--- config.mk ---
export PLATFORM = sky130hd
export DESIGN_NAME = utc_leap_clock
export DESIGN_NICKNAME = d
export VERILOG_FILES = /design/src/rtl/utc_clk_pkg.sv /design/src/rtl/leap_ctrl.sv /design/src/rtl/utc_calendar.sv /design/src/rtl/loc_view.sv /design/src/rtl/utc_leap_clock.sv
export SDC_FILE = /design/constraint.sdc
export NUM_CORES = 1
export LEC_CHECK = 0
export BUFFER_PORTS_ARGS = -buffer_cell sky130_fd_sc_hd__buf_4
export CAP_MARGIN = 15
export CORE_MARGIN = 5
export CORE_UTILIZATION = 40
export CTS_CLUSTER_DIAMETER = 30
export DETAILED_ROUTE_END_ITERATION = 10
export PLACE_DENSITY_LB_ADDON = 0.05
export SKIP_CTS_REPAIR_TIMING = 1
export SLEW_MARGIN = 10
export SYNTH_ARGS = -nofsm -noshare
export SYNTH_HDL_FRONTEND = slang
export SYNTH_SLANG_ARGS = --single-unit
--- constraint.sdc ---
create_clock -name clk -period 8.5 [get_ports clk]
set_input_delay 1.7 -clock clk [delete_from_list [all_inputs] [get_ports clk]]
set_output_delay 1.7 -clock clk [all_outputs]
set_load 0.01 [all_outputs]
--- src/rtl/utc_clk_pkg.sv ---
package utc_clk_pkg;

    localparam int YEAR_W  = 12;
    localparam int MONTH_W = 4;
    localparam int DAY_W   = 5;
    localparam int HOUR_W  = 5;
    localparam int MIN_W   = 6;
    localparam int SEC_W   = 6;

    typedef enum logic [1:0] {
        LC_IDLE,
        LC_ARMED,
        LC_LEAP60
    } lc_state_t;

    function automatic logic leap_year(input logic [YEAR_W-1:0] y);
        int yi;
        yi = int'(y);
        return (((yi % 4) == 0) && ((yi % 100) != 0)) || ((yi % 400) == 0);
    endfunction

    function automatic logic [DAY_W-1:0] month_days(input logic [YEAR_W-1:0] y,
                                                    input logic [MONTH_W-1:0] m);
        logic [DAY_W-1:0] d;
        case (m)
            4'd2:                      d = leap_year(y) ? 5'd29 : 5'd28;
            4'd4, 4'd6, 4'd9, 4'd11:   d = 5'd30;
            default:                   d = 5'd31;
        endcase
        return d;
    endfunction

endpackage

--- src/rtl/leap_ctrl.sv ---
module leap_ctrl
    import utc_clk_pkg::*;
(
    input  logic              clk,
    input  logic              rst_n,
    input  logic              pps,
    input  logic              ld_en,
    input  logic              arm_in,
    input  logic              sign_in,
    input  logic              last_day,
    input  logic [HOUR_W-1:0] hour,
    input  logic [MIN_W-1:0]  minute,
    input  logic [SEC_W-1:0]  second,
    output logic              pending,
    output logic              ins_req,
    output logic              del_req
);

    lc_state_t state_q, state_d;
    logic      arm_q;
    logic      sign_q;
    logic      arm_rise;
    logic      tick;
    logic      ins_point;
    logic      del_point;

    assign arm_rise  = arm_in & ~arm_q;
    assign tick      = pps & ~ld_en;
    assign ins_point = last_day && (hour == 5'd23) && (minute == 6'd59) && (second == 6'd59);
    assign del_point = last_day && (hour == 5'd23) && (minute == 6'd59) && (second == 6'd58);

    // next-state logic
    always_comb begin
        state_d = state_q;
        unique case (state_q)
            LC_IDLE:   if (arm_rise) state_d = LC_ARMED;
            LC_ARMED: begin
                if (tick && ins_point && !sign_q)     state_d = LC_LEAP60;
                else if (tick && del_point && sign_q) state_d = LC_IDLE;
            end
            LC_LEAP60: if (tick) state_d = LC_IDLE;
            default:   state_d = LC_IDLE;
        endcase
    end

    // state register
    always_ff @(posedge clk) begin
        if (!rst_n) begin
            state_q <= LC_IDLE;
            arm_q   <= 1'b0;
            sign_q  <= 1'b0;
        end else begin
            state_q <= state_d;
            arm_q   <= arm_in;
            if (state_q == LC_IDLE && arm_rise) sign_q <= sign_in;
        end
    end

    // outputs
    always_comb begin
        pending = (state_q != LC_IDLE);
        ins_req = (state_q == LC_ARMED) && !sign_q && ins_point && tick;
        del_req = (state_q == LC_ARMED) &&  sign_q && del_point && tick;
    end

    AST_BOOK_ON_EDGE: assert property (@(posedge clk) disable iff (!rst_n)
        (state_q == LC_IDLE && arm_rise) |=> pending) else $error("book");
    AST_SIGN_FROZEN: assert property (@(posedge clk) disable iff (!rst_n)
        (pending && $past(pending)) |-> $stable(sign_q)) else $error("sign");
    AST_CLEAR_AFTER_60: assert property (@(posedge clk) disable iff (!rst_n)
        (state_q == LC_LEAP60 && tick) |=> !pending) else $error("clear");
    AST_DEL_CLEARS: assert property (@(posedge clk) disable iff (!rst_n)
        del_req |=> !pending) else $error("delclear");

endmodule

--- src/rtl/utc_calendar.sv ---
module utc_calendar
    import utc_clk_pkg::*;
(
    input  logic               clk,
    input  logic               rst_n,
    input  logic               pps,
    input  logic               ld_en,
    input  logic [YEAR_W-1:0]  ld_year,
    input  logic [MONTH_W-1:0] ld_month,
    input  logic [DAY_W-1:0]   ld_day,
    input  logic [HOUR_W-1:0]  ld_hour,
    input  logic [MIN_W-1:0]   ld_min,
    input  logic [SEC_W-1:0]   ld_sec,
    input  logic               ins_req,
    input  logic               del_req,
    output logic [YEAR_W-1:0]  year,
    output logic [MONTH_W-1:0] month,
    output logic [DAY_W-1:0]   day,
    output logic [HOUR_W-1:0]  hour,
    output logic [MIN_W-1:0]   minute,
    output logic [SEC_W-1:0]   second,
    output logic               last_day
);

    localparam logic [YEAR_W-1:0] YR_ONE   = YEAR_W'(1);
    localparam logic [YEAR_W-1:0] YR_RESET = YEAR_W'(2000);

    assign last_day = (day == month_days(year, month));

    always_ff @(posedge clk) begin
        if (!rst_n) begin
            year   <= YR_RESET;
            month  <= 4'd1;
            day    <= 5'd1;
            hour   <= 5'd0;
            minute <= 6'd0;
            second <= 6'd0;
        end else if (ld_en) begin
            year   <= ld_year;
            month  <= ld_month;
            day    <= ld_day;
            hour   <= ld_hour;
            minute <= ld_min;
            second <= ld_sec;
        end else if (pps) begin
            if (ins_req) begin
                second <= 6'd60;
            end else if (second >= 6'd59 || del_req) begin
                second <= 6'd0;
                if (minute == 6'd59) begin
                    minute <= 6'd0;
                    if (hour == 5'd23) begin
                        hour <= 5'd0;
                        if (last_day) begin
                            day <= 5'd1;
                            if (month == 4'd12) begin
                                month <= 4'd1;
                                year  <= year + YR_ONE;
                            end else begin
                                month <= month + 4'd1;
                            end
                        end else begin
                            day <= day + 5'd1;
                        end
                    end else begin
                        hour <= hour + 5'd1;
                    end
                end else begin
                    minute <= minute + 6'd1;
                end
            end else begin
                second <= second + 6'd1;
            end
        end
    end

    AST_NO_PPS_HOLD: assert property (@(posedge clk) disable iff (!rst_n)
        (!pps && !ld_en) |=> ($stable(second) && $stable(minute) && $stable(hour)
                              && $stable(day) && $stable(month) && $stable(year))) else $error("hold");
    AST_SIXTY_AT_END: assert property (@(posedge clk) disable iff (!rst_n)
        (second == 6'd60) |-> (hour == 5'd23 && minute == 6'd59 && last_day)) else $error("sixty");
    AST_SIXTY_ROLLS: assert property (@(posedge clk) disable iff (!rst_n)
        (pps && !ld_en && second == 6'd60) |=> (second == 6'd0 && hour == 5'd0 && day == 5'd1)) else $error("roll");
    AST_DEL_SKIP: assert property (@(posedge clk) disable iff (!rst_n)
        (pps && !ld_en && del_req) |=> (second == 6'd0 && minute == 6'd0 && hour == 5'd0)) else $error("del");
    AST_DAY_RANGE: assert property (@(posedge clk) disable iff (!rst_n)
        (day >= 5'd1 && day <= month_days(year, month))) else $error("day");
    AST_LOAD_WINS: assert property (@(posedge clk) disable iff (!rst_n)
        ld_en |=> (second == $past(ld_sec) && day == $past(ld_day))) else $error("load");

endmodule

--- src/rtl/loc_view.sv ---
module loc_view
    import utc_clk_pkg::*;
#(
    parameter int OFF_H = -8
) (
    input  logic [YEAR_W-1:0]  year,
    input  logic [MONTH_W-1:0] month,
    input  logic [DAY_W-1:0]   day,
    input  logic [HOUR_W-1:0]  hour,
    input  logic [MIN_W-1:0]   minute,
    input  logic [SEC_W-1:0]   second,
    output logic [YEAR_W-1:0]  l_year,
    output logic [MONTH_W-1:0] l_month,
    output logic [DAY_W-1:0]   l_day,
    output logic [HOUR_W-1:0]  l_hour,
    output logic [MIN_W-1:0]   l_min,
    output logic [SEC_W-1:0]   l_sec
);

    localparam logic [YEAR_W-1:0] YR_ONE = YEAR_W'(1);

    int hsum;

    always_comb begin
        hsum    = int'(hour) + OFF_H;
        l_year  = year;
        l_month = month;
        l_day   = day;
        l_min   = minute;
        l_sec   = second;
        if (hsum < 0) begin
            l_hour = HOUR_W'(hsum + 24);
            if (day == 5'd1) begin
                if (month == 4'd1) begin
                    l_year  = year - YR_ONE;
                    l_month = 4'd12;
                    l_day   = 5'd31;
                end else begin
                    l_month = month - 4'd1;
                    l_day   = month_days(year, month - 4'd1);
                end
            end else begin
                l_day = day - 5'd1;
            end
        end else if (hsum > 23) begin
            l_hour = HOUR_W'(hsum - 24);
            if (day == month_days(year, month)) begin
                l_day = 5'd1;
                if (month == 4'd12) begin
                    l_month = 4'd1;
                    l_year  = year + YR_ONE;
                end else begin
                    l_month = month + 4'd1;
                end
            end else begin
                l_day = day + 5'd1;
            end
        end else begin
            l_hour = HOUR_W'(hsum);
        end
    end

endmodule

--- src/rtl/utc_leap_clock.sv ---
module utc_leap_clock
    import utc_clk_pkg::*;
#(
    parameter int LOCAL_OFF_H = -8
) (
    input  logic               clk,
    input  logic               rst_n,
    input  logic               pps,
    input  logic               ld_en,
    input  logic [YEAR_W-1:0]  ld_year,
    input  logic [MONTH_W-1:0] ld_month,
    input  logic [DAY_W-1:0]   ld_day,
    input  logic [HOUR_W-1:0]  ld_hour,
    input  logic [MIN_W-1:0]   ld_min,
    input  logic [SEC_W-1:0]   ld_sec,
    input  logic               arm_in,
    input  logic               sign_in,
    output logic [YEAR_W-1:0]  utc_year,
    output logic [MONTH_W-1:0] utc_month,
    output logic [DAY_W-1:0]   utc_day,
    output logic [HOUR_W-1:0]  utc_hour,
    output logic [MIN_W-1:0]   utc_min,
    output logic [SEC_W-1:0]   utc_sec,
    output logic [YEAR_W-1:0]  loc_year,
    output logic [MONTH_W-1:0] loc_month,
    output logic [DAY_W-1:0]   loc_day,
    output logic [HOUR_W-1:0]  loc_hour,
    output logic [MIN_W-1:0]   loc_min,
    output logic [SEC_W-1:0]   loc_sec,
    output logic               leap_pending
);

    logic last_day;
    logic ins_req;
    logic del_req;

    leap_ctrl u_ctrl (
        .clk      (clk),
        .rst_n    (rst_n),
        .pps      (pps),
        .ld_en    (ld_en),
        .arm_in   (arm_in),
        .sign_in  (sign_in),
        .last_day (last_day),
        .hour     (utc_hour),
        .minute   (utc_min),
        .second   (utc_sec),
        .pending  (leap_pending),
        .ins_req  (ins_req),
        .del_req  (del_req)
    );

    utc_calendar u_cal (
        .clk      (clk),
        .rst_n    (rst_n),
        .pps      (pps),
        .ld_en    (ld_en),
        .ld_year  (ld_year),
        .ld_month (ld_month),
        .ld_day   (ld_day),
        .ld_hour  (ld_hour),
        .ld_min   (ld_min),
        .ld_sec   (ld_sec),
        .ins_req  (ins_req),
        .del_req  (del_req),
        .year     (utc_year),
        .month    (utc_month),
        .day      (utc_day),
        .hour     (utc_hour),
        .minute   (utc_min),
        .second   (utc_sec),
        .last_day (last_day)
    );

    loc_view #(.OFF_H(LOCAL_OFF_H)) u_loc (
        .year    (utc_year),
        .month   (utc_month),
        .day     (utc_day),
        .hour    (utc_hour),
        .minute  (utc_min),
        .second  (utc_sec),
        .l_year  (loc_year),
        .l_month (loc_month),
        .l_day   (loc_day),
        .l_hour  (loc_hour),
        .l_min   (loc_min),
        .l_sec   (loc_sec)
    );

    AST_LOCAL_SECONDS: assert property (@(posedge clk) disable iff (!rst_n)
        (loc_sec == utc_sec && loc_min == utc_min)) else $error("local");
    AST_PENDING_ON_LOAD: assert property (@(posedge clk) disable iff (!rst_n)
        (ld_en && !pps && !arm_in) |=> $stable(leap_pending)) else $error("ldpend");

endmodule

==> flow_metrics.env <==
export IMPL_status="completed"
export IMPL_hp_class="flop to flop"
export IMPL_drc=0
export IMPL_synth_top_area_share_pct=15.34
export IMPL_viasPerCell=6.339
export IMPL_cp_slowest_stage_delay_ns=0.71
export IMPL_cts_root_buf="clkbuf_16"
export IMPL_antenna_found_initial=0
export IMPL_setup_tns_ns=0
export IMPL_die_y_um=127.1
export IMPL_setup_viol=0
export IMPL_worst_path_buf_inv=2
export IMPL_nNetsFinal=916
export IMPL_finalHoldViolCount=0
export IMPL_r2r_end="u_cal.year[9]"
export IMPL_ys_ff_latch=42
export IMPL_fin_total_pwr_mw=0.9090
export IMPL_power_frac_comb_pct=53.1
export IMPL_worstPathRequired_ns=6.80
export IMPL_finalClockSkew_ns=0.004667
export IMPL_grt_usage_pct=25.04
export IMPL_synth_cells=766
export IMPL_drtIter0Drc=869
export IMPL_grt_max_degree=53
export IMPL_cts_buffers=5
export IMPL_coreArea_mm2=0.01335
export IMPL_power_frac_seq_pct=25.0
export IMPL_path_class="flop to output pin"
export IMPL_synth_main_ff_cell="dfxtp_1"
export IMPL_max_freq_ghz=0.1231
export IMPL_slew_headroom_pct=28.31
export IMPL_n_antenna_cell=0
export IMPL_synthArstFlopShare_pct=0
export IMPL_switching_share_pct=42.18
export IMPL_clock_path_buffers=2
export IMPL_p_per_area_mw_per_mm2=137.3
export IMPL_min_from="u_ctrl.state_q[1]"
export IMPL_pre_cts_ws_ns=0.5096
export IMPL_worstSetupEndpointType="output pin"
export IMPL_grt_pass1_wl_mm=33.54
export IMPL_p_int_mw=0.5256
export IMPL_synth_edff_count=0
export IMPL_firstDrtPassIters=5
export IMPL_overflow=0
export IMPL_min_to="u_ctrl.state_q[0]"
export IMPL_r2r_start="u_cal.year[11]"
export IMPL_synth_most_common_cell="nand2_1"
export IMPL_synth_area_per_cell_um2=7.156
export IMPL_synth_seq_area_share_pct=15.34
export IMPL_fin_crit_sh_pct=95.60
export IMPL_syn_area_mm2=0.005482
export IMPL_start_kind="flop"
export IMPL_cts_tree="done"
export IMPL_cp_data_arrival_time_ns=6.43
export IMPL_p_switching_mw=0.3834
export IMPL_hpwlAfterDp_mm=15.90
export IMPL_io_buffers=120
export IMPL_maxCapViolations=0
export IMPL_setup_ws_ns=0.3741
export IMPL_max_slew_worst_pin_slew_ns=1.066
export IMPL_ant_nets=0
export IMPL_cp_cell_sequence="ha_1 > nand2b_1 > a211o_1 > o21a_1 > a221o_1 > a211o_4 > a21oi_4 > xnor2_1 > buf_4 > o41ai_1 > o32a_2 > a21oi_2 > o2111a_1 > a2111oi_1 > a21oi_1 > o221ai_2 > or2_4 > nand3_2 > o21ai_0 > xnor2_1 > buf_4"
export IMPL_synth_distinct_cells=95
export IMPL_ioPinCount=121
export IMPL_clk_latency_ns=0.29
export IMPL_cts_sinks=42
export IMPL_fin_crit_ns=8.126
export IMPL_synthTopCellsByCount="61 x nand2_1, 54 x o21ai_0, 53 x a21oi_1"
export IMPL_rsz0062_at_grt="no"
export IMPL_die_x_um=127.1
export IMPL_start_util_pct=41.07
export IMPL_pwr_share_clk_pct=21.8
export IMPL_cp_top_family="compound AO/OA/AOI/OAI gates"
export IMPL_netlist_top_cells_area="dfxtp_1 15%, ha_1 5.0%, o21ai_0 4.9%, a21oi_1 4.8%, nand2_1 4.2%"
export IMPL_slew_viol_final=0
export IMPL_dieArea_mm2=0.01615
export IMPL_vdd_drop_max_mv=0.1085
export IMPL_rows=42
export IMPL_path_clk_slew_ns=0.06
export IMPL_syn_nets=832
export IMPL_dp_cells=1019
export IMPL_cp_max_fo=20
export IMPL_drive_above_1_share_pct=22.68
export IMPL_htree_num_levels=2
export IMPL_vias=6510
export IMPL_syn2layout_area_growth_pct=20.79
export IMPL_min_path_cells=1
export IMPL_finalNonFillerCells=1027
export IMPL_synth_top_area_cell="dfxtp_1"
export IMPL_hold_slack_ns=0.5135
export IMPL_crit_slowest_cell="dfxtp_1"
export IMPL_synth_warning_count=0
export IMPL_grt_pass1_vias=6242
export IMPL_leakagePower_nw=2.656
export IMPL_reg2regPathDepth=21
export IMPL_gp_congestion=0.9305
export IMPL_reg2reg_slack_ns=1.30
export IMPL_avgRoutedWirePerCell_um=20.41
export IMPL_wirelength_mm=20.96
[worst max path at each step]
stage	start	to	slack, ns	depth (start not counted)
3_3_place_gp	u_cal.year[7]	loc_year[3]	0.59	23
5_1_grt	u_cal.year[7]	loc_year[4]	0.04	22
2_1_floorplan	u_cal.year[7]	loc_day[4]	1.21	23
6_report	u_cal.year[11]	loc_year[4]	0.37	21
3_5_place_dp	u_cal.year[7]	loc_year[7]	0.51	23
4_1_cts	u_cal.year[7]	loc_year[7]	0.19	23
[layout make-up]
class | instances | area, um^2
clock inverters | 1 | 5.005
flip-flops and latches | 42 | 840.8
fillers | 1370 | 6726
well taps | 176 | 220.2
inverters | 31 | 116.4
clock buffers | 7 | 142.6
repair buffers | 144 | 1081
multi-input cells | 626 | 4215
[metrics by stage]
step           utilization, %  area [um^2]
2_1_floorplan               -         5482
3_3_place_gp            48.33         6451
5_1_grt                 49.61         6621
4_1_cts                 49.44         6599
3_5_place_dp            48.33         6451
6_report                49.61         6621
[sequential cells by signal, summed over array words and instances, names as in the netlist]
| name | flops |
|---|---|
| u_cal.day | 5 |
| u_cal.hour | 5 |
| u_cal.minute | 6 |
| u_cal.month | 4 |
| u_cal.second | 6 |
| u_cal.year | 12 |
| u_ctrl.arm_q | 1 |
| u_ctrl.sign_q | 1 |
| u_ctrl.state_q | 2 |
[cell usage in the layout (no fill, tap or decap), types with 4 or more instances in the layout]
cell type,n
nor3_2,4
a21o_1,9
buf_4,144
a211oi_1,7
o41ai_1,4
xnor2_1,23
clkbuf_16,5
a31oi_1,16
nand4_1,10
inv_1,30
nand3_1,41
o21ai_0,54
ha_1,22
o31ai_1,18
nor2b_1,7
nor3_1,25
nand2_1,61
or3_1,10
a22oi_1,5
a211o_1,9
xor2_1,6
a21oi_1,52
dfxtp_1,42
nand2b_1,6
o21ai_1,5
o211ai_1,9
o311ai_1,4
and2_1,8
nor2_1,51
mux2i_1,10
and3_1,18
o31a_1,4
a311oi_1,8
or2_2,5
nor4_1,13
o22ai_1,6
[layer usage]
layer | vias to the layer above | track usage, % | part of all wire (%)
li1 | 3091 | - | -
met1 | 3055 | 32.87 | 42
met2 | 313 | 42.62 | 49
met3 | 51 | 2.880 | 6.2
met4 | 0 | 8.580 | 2.7
met5 | - | 0 | 0
[power groups by stage]
| stage | clock network, mW | logic [mW] | registers [mW] |
|---|---|---|---|
| floorplan | 0 | 0.317 | 0.227 |
| global placement | 0 | 0.475 | 0.231 |
| detailed placement | 0 | 0.474 | 0.231 |
| CTS | 0.204 | 0.476 | 0.227 |
| global route | 0.210 | 0.522 | 0.230 |
| finish | 0.199 | 0.483 | 0.228 |
[kinds of logic (layout without fill, tap and decap cells)]
kind of cell	Yosys count	count (layout)	synth area share, %
multiplexers	14	14	3.059
XOR/XNOR	30	30	4.793
flip-flops	42	42	15.34
buffers and inverters	98	183	8.240
AO/OA/AOI/OAI	276	276	36.02
AND/OR/NAND/NOR	283	283	27.35
adder cells (fa/ha/maj)	23	23	5.204
(Power assumes the default switching activity.)
